--- src/rtl/pirq_router_pkg.sv ---
package pirq_router_pkg;

    localparam int NUM_PIRQ    = 4;
    localparam int NUM_LINES   = 16;
    localparam int LINE_W      = $clog2(NUM_LINES);
    localparam int PIRQ_W      = $clog2(NUM_PIRQ);
    localparam int CFG_AW      = 8;
    localparam int CFG_DW      = 8;
    localparam int SLOT_W      = 5;
    localparam logic [CFG_AW-1:0] ROUTE_BASE  = 8'h60;
    localparam logic [CFG_DW-1:0] ROUTE_RESET = 8'h80;

    typedef struct packed {
        logic              en;
        logic [LINE_W-1:0] line;
    } route_t;

    // Steering byte to route: enabled only when every bit above the line field is clear.
    function automatic route_t decode_route(input logic [CFG_DW-1:0] b);
        route_t r;
        r.en   = (b[CFG_DW-1:LINE_W] == '0);
        r.line = r.en ? b[LINE_W-1:0] : '0;
        return r;
    endfunction

endpackage

--- src/rtl/pirq_route_regs.sv ---
module pirq_route_regs
    import pirq_router_pkg::*;
#(
    parameter int NP = NUM_PIRQ
) (
    input  logic                   clk,
    input  logic                   rst,
    input  logic                   wr_en,
    input  logic [CFG_AW-1:0]      addr,
    input  logic [CFG_DW-1:0]      wdata,
    output logic [CFG_DW-1:0]      rdata,
    output route_t [NP-1:0]        route_cur,
    output route_t [NP-1:0]        route_nxt
);

    logic [NP-1:0][CFG_DW-1:0] steer_q;
    logic [NP-1:0][CFG_DW-1:0] steer_d;
    logic [NP-1:0]             addr_hit;

    for (genvar i = 0; i < NP; i++) begin : g_steer
        assign addr_hit[i]  = (addr == CFG_AW'(ROUTE_BASE + CFG_AW'(i)));
        assign steer_d[i]   = (wr_en && addr_hit[i]) ? wdata : steer_q[i];
        assign route_cur[i] = decode_route(steer_q[i]);
        assign route_nxt[i] = decode_route(steer_d[i]);

        always_ff @(posedge clk) begin
            if (rst) steer_q[i] <= ROUTE_RESET;
            else     steer_q[i] <= steer_d[i];
        end
    end

    always_comb begin
        rdata = '0;
        for (int i = 0; i < NP; i++) begin
            if (addr_hit[i]) rdata = steer_q[i];
        end
    end

endmodule

--- src/rtl/pirq_level_map.sv ---
module pirq_level_map
    import pirq_router_pkg::*;
#(
    parameter int NP = NUM_PIRQ,
    parameter int NL = NUM_LINES
) (
    input  logic              clk,
    input  logic              rst,
    input  logic [NP-1:0]     lvl,
    input  route_t [NP-1:0]   routes,
    output logic [NL-1:0]     lines
);

    logic [NL-1:0][NP-1:0] map_q;
    logic [NL-1:0][NP-1:0] map_d;

    for (genvar l = 0; l < NL; l++) begin : g_line
        for (genvar p = 0; p < NP; p++) begin : g_src
            assign map_d[l][p] = routes[p].en && (routes[p].line == LINE_W'(l)) && lvl[p];
        end
        assign lines[l] = |map_q[l];
    end

    // Whole map rebuilt each cycle, so a re-steered line never leaves a stale bit.
    always_ff @(posedge clk) begin
        if (rst) map_q <= '0;
        else     map_q <= map_d;
    end

endmodule

--- src/rtl/pirq_slot_swizzle.sv ---
module pirq_slot_swizzle
    import pirq_router_pkg::*;
(
    input  logic [SLOT_W-1:0] slot,
    input  logic [PIRQ_W-1:0] pin,
    output logic [PIRQ_W-1:0] pirq
);

    logic [PIRQ_W-1:0] slot_low;

    assign slot_low = slot[PIRQ_W-1:0];
    assign pirq     = pin + slot_low - PIRQ_W'(1);

endmodule

--- src/rtl/pirq_router.sv ---
module pirq_router
    import pirq_router_pkg::*;
#(
    parameter int NP = NUM_PIRQ,
    parameter int NL = NUM_LINES
) (
    input  logic                 clk,
    input  logic                 rst,
    input  logic [NP-1:0]        pirq_lvl,
    input  logic                 cfg_wr_en,
    input  logic [CFG_AW-1:0]    cfg_addr,
    input  logic [CFG_DW-1:0]    cfg_wdata,
    output logic [CFG_DW-1:0]    cfg_rdata,
    output logic [NL-1:0]        irq_out,
    output logic [NP-1:0]        route_en,
    output logic [NP*LINE_W-1:0] route_line,
    input  logic [SLOT_W-1:0]    swz_slot,
    input  logic [PIRQ_W-1:0]    swz_pin,
    output logic [PIRQ_W-1:0]    swz_pirq
);

    route_t [NP-1:0] route_cur;
    route_t [NP-1:0] route_nxt;

    pirq_route_regs #(.NP(NP)) u_regs (
        .clk       (clk),
        .rst       (rst),
        .wr_en     (cfg_wr_en),
        .addr      (cfg_addr),
        .wdata     (cfg_wdata),
        .rdata     (cfg_rdata),
        .route_cur (route_cur),
        .route_nxt (route_nxt)
    );

    pirq_level_map #(.NP(NP), .NL(NL)) u_map (
        .clk    (clk),
        .rst    (rst),
        .lvl    (pirq_lvl),
        .routes (route_nxt),
        .lines  (irq_out)
    );

    pirq_slot_swizzle u_swz (
        .slot (swz_slot),
        .pin  (swz_pin),
        .pirq (swz_pirq)
    );

    for (genvar i = 0; i < NP; i++) begin : g_query
        assign route_en[i]                     = route_cur[i].en;
        assign route_line[i*LINE_W +: LINE_W]  = route_cur[i].line;
    end

endmodule

--- config.mk ---
export PLATFORM = sky130hd
export DESIGN_NAME = pirq_router
export DESIGN_NICKNAME = d
export VERILOG_FILES = /design/src/rtl/pirq_router_pkg.sv /design/src/rtl/pirq_route_regs.sv /design/src/rtl/pirq_level_map.sv /design/src/rtl/pirq_slot_swizzle.sv /design/src/rtl/pirq_router.sv
export SDC_FILE = /design/constraint.sdc
export NUM_CORES = 1
export LEC_CHECK = 0
export BUFFER_PORTS_ARGS = -buffer_cell sky130_fd_sc_hd__buf_4
export CAP_MARGIN = 25
export CELL_PAD_IN_SITES_DETAIL_PLACEMENT = 1
export CELL_PAD_IN_SITES_GLOBAL_PLACEMENT = 2
export CORE_MARGIN = 2
export CORE_UTILIZATION = 35
export DETAILED_ROUTE_END_ITERATION = 7
export GPL_ROUTABILITY_DRIVEN = 0
export PLACE_DENSITY_LB_ADDON = 0.1
export SETUP_SLACK_MARGIN = 0.15
export SLEW_MARGIN = 25
export SYNTH_ARGS = -nofsm -noshare
export SYNTH_HDL_FRONTEND = slang
export SYNTH_HIERARCHICAL = 1
export SYNTH_SLANG_ARGS = --single-unit
--- constraint.sdc ---
create_clock -name clk -period 2.86 [get_ports clk]
set_clock_uncertainty 0.2 [all_clocks]
set_input_delay 0.429 -clock clk [delete_from_list [all_inputs] [get_ports clk]]
set_output_delay 0.429 -clock clk [all_outputs]
set_load 0.03 [all_outputs]
==> out/qor.csv <==
metric;value;unit
avgSynthCellArea;10.5;um2
yosys-top-cells-area;dfxtp_1 (46%), mux2i_1 (11%), nand2b_1 (6.1%);
synth_top_family_by_area;simple AND/OR/NAND/NOR gates;
yosysMostFrequentCell;dfxtp_1;
async_flop_share;0;%
drc;0;
required;2.91;ns
slew_viol_final;0;
synth-seq-cells;96;
p_sw;609;uW
synthCells;399;
grt_remaining_overflow;0;
cts.path.max_buffers;2;
post_cts_buffers;0;
clk_latency;0.36;ns
tightest_slew;0.721;ns
firstDrtPassIters;4;
row_count;39;
path_max_fanout;6;
synth-xor-area-share;0.569;%
seqPwrFrac;50.9;%
path_class;reg2reg;
synth.distinct_cells;33;
cts_buffers;9;
synth_compound_area_share;0;%
synth_edf_count;0;
drt-initial-drc-count;110;
yosys.area_share.simple;30.8;%
hp-class;in2reg;
fin_nets;515;
combPwrFrac;4.5;%
grtUsageMet3;5.30;%
antennaDiodeCount;0;
die_x;113;um
status;complete, no violations;
syn_nets;430;
core_area;0.0115;mm2
synth_top_cell_area_share;46.0;%
utilization;45.7;%
synth_top_area_cell;dfxtp_1;
cts_tree;done;
drv_cap;0;
worstHoldStart;cfg_wdata[7];
ys_dominant_reg_cell;dfxtp_1;
cts.sinks;96;
root_buffer;clkbuf_16;
r2r-end;u_map/map_q[59];
rsz0062_at_grt;false;
postRouteAntennaNets;0;
grt_pass1_wl;19100;um
io_pins;76;
critPathTopFamily;simple AND/OR/NAND/NOR gates;
hold_viol;0;
hold_path_end;u_regs/steer_q[7];
ys_seq_area_share;46.0;%
cpPeakStageDelay;0.58;ns
fillers;1312;
detail_route.wirelength;12200;um
arrival;2.53;ns
p_int;2020;uW
p_leak;0.00253;uW
start_kind;flip-flop;
dieArea;0.0128;mm2
seq_area;0.00192;mm2
synth_adder_area_share;0.299;%
cpMaxStageDelayCell;nor4_2;
period_needed;2.48;ns
routedWlPerCell;19.3;um
crit_buf_inv;1;
area_growth;25.8;%
swShare;23.2;%
vias;3222;
grt_max_degree;49;
cts_resized;0;
grtUsageMet1;23.0;%
synthTopCellsByCount;dfxtp_1 (96), mux2i_1 (48), nand2b_1 (41), nor2_1 (39), nand2_1 (26);
antenna_found_initial;0;
start_util;36.3;%
dp_hpwl;9340;um
fmax;404;MHz
numPortBuffers;72;
use_met2;37.0;%
max-slew-margin-rel;50.6;%
grt_pass1_vias;3409;
path_cells;nor4_2 -> buf_4 -> nand2_1 -> mux2i_1 -> nand2_1 -> nor4b_1;
worst-r2r-setup-slack;0.38;ns
htreeDepth;3;
avgViaCountPerCell;5.10;
p_per_area;500;mW/mm2
worst_path_most_repeated_cell;nand2_1;
setup_viol;0;
worstRegToRegCells;6;
ir_worst_vdd;342;uV
cp-end-kind;flip-flop;
track_usage;20.2;%
period_share;86.6;%
synth_mux_area_share;16.9;%
globalRoute.busiestLayer;met2;
whs_path_depth;3;
drive_gt1_share;30.3;%
synthesis.area;0.00418;mm2
multi_input_area;0.00205;mm2
r2r-start;u_regs/steer_q[30];
clkTransAtPathRegs;0.07;ns
holdBufCountCts;0;
setup_tns;0;ns
yosys_warnings;6;
clkPwrFrac;44.6;%
die_height;113;um
[tightest hold or removal path: cells and delay by family]
kind	cells	cell delay [ns]
buffers and inverters	1	0.09
and+or+nand+nor	1	0.08
muxes	1	0.12
[power groups by stage]
stage                     clock network, uW  logic (uW)  registers (uW)
after CTS                              1210         122            1340
after global placement                    0         120            1370
final                                  1170         120            1340
after floorplan                           0        67.9            1370
after global routing                   1270         129            1340
after detailed placement                  0         122            1370
[cell type report]
type / instances / area share [%]
clock buffers: 10 / 4.54
repair buffers: 99 / 14.1
clock inverters: 6 / 0.975
multi-input cells: 259 / 39.0
flip-flops and latches: 96 / 36.5
inverters: 19 / 1.36
well taps: 143 / 3.40
[metrics by stage]
step / hold WS [ns] / worst slack [ns] / total power [uW] / cell area [um2] / instances
after floorplan: 0.262 / 0.399 / 1440 / 4210 / 399
after global placement: 0.274 / 0.147 / 1490 / 4970 / 616
after detailed placement: 0.286 / 0.117 / 1490 / 4970 / 616
after CTS: 0.203 / 0.315 / 2670 / 5260 / 632
after global routing: 0.226 / 0.169 / 2740 / 5260 / 632
final: 0.215 / 0.382 / 2630 / 5260 / 632
[cell families (layout without fill, tap and decap cells)]
logic type / Yosys count / count (layout)
xor+xnor: 1 / 1
mux: 60 / 60
fa+ha+maj: 1 / 1
flops: 96 / 96
buf+inv: 44 / 134
simple gates: 197 / 197
[how the worst max path moves through the flow]
stage                                   from         endpoint  slack (ns)  depth (start not counted)
after floorplan           u_regs/steer_q[14]  u_map/map_q[33]        0.40                          6
after global placement           cfg_addr[7]  u_map/map_q[43]        0.15                          7
after detailed placement         cfg_addr[7]  u_map/map_q[43]        0.12                          7
after CTS                 u_regs/steer_q[30]  u_map/map_q[59]        0.31                          6
after global routing      u_regs/steer_q[30]  u_map/map_q[59]        0.17                          6
final                     u_regs/steer_q[30]  u_map/map_q[59]        0.38                          6
[registers in the layout, summed over array words and instances (netlist names)]
signal          flops
u_map/map_q        64
u_regs/steer_q     32
[per-layer routing]
layer,wire [um],vias up
met5,0,-
met4,263,0
met3,418,25
met2,6510,65
met1,4990,1565
li1,-,1567
[cell usage in the layout, fill, tap and decap left out, types with 7 or more instances in the layout]
cell type	Yosys	routed
mux4_2	8	8
and3_1	8	8
nand4b_1	7	7
clkbuf_16	0	9
nor2_1	39	39
nand2_1	26	26
mux2i_1	48	48
dfxtp_1	96	96
or4_1	16	16
nand2b_1	41	41
inv_1	19	19
nor4_2	5	9
nor3_1	12	12
buf_4	5	99
No activity file was read; power rests on OpenSTA's default activity.
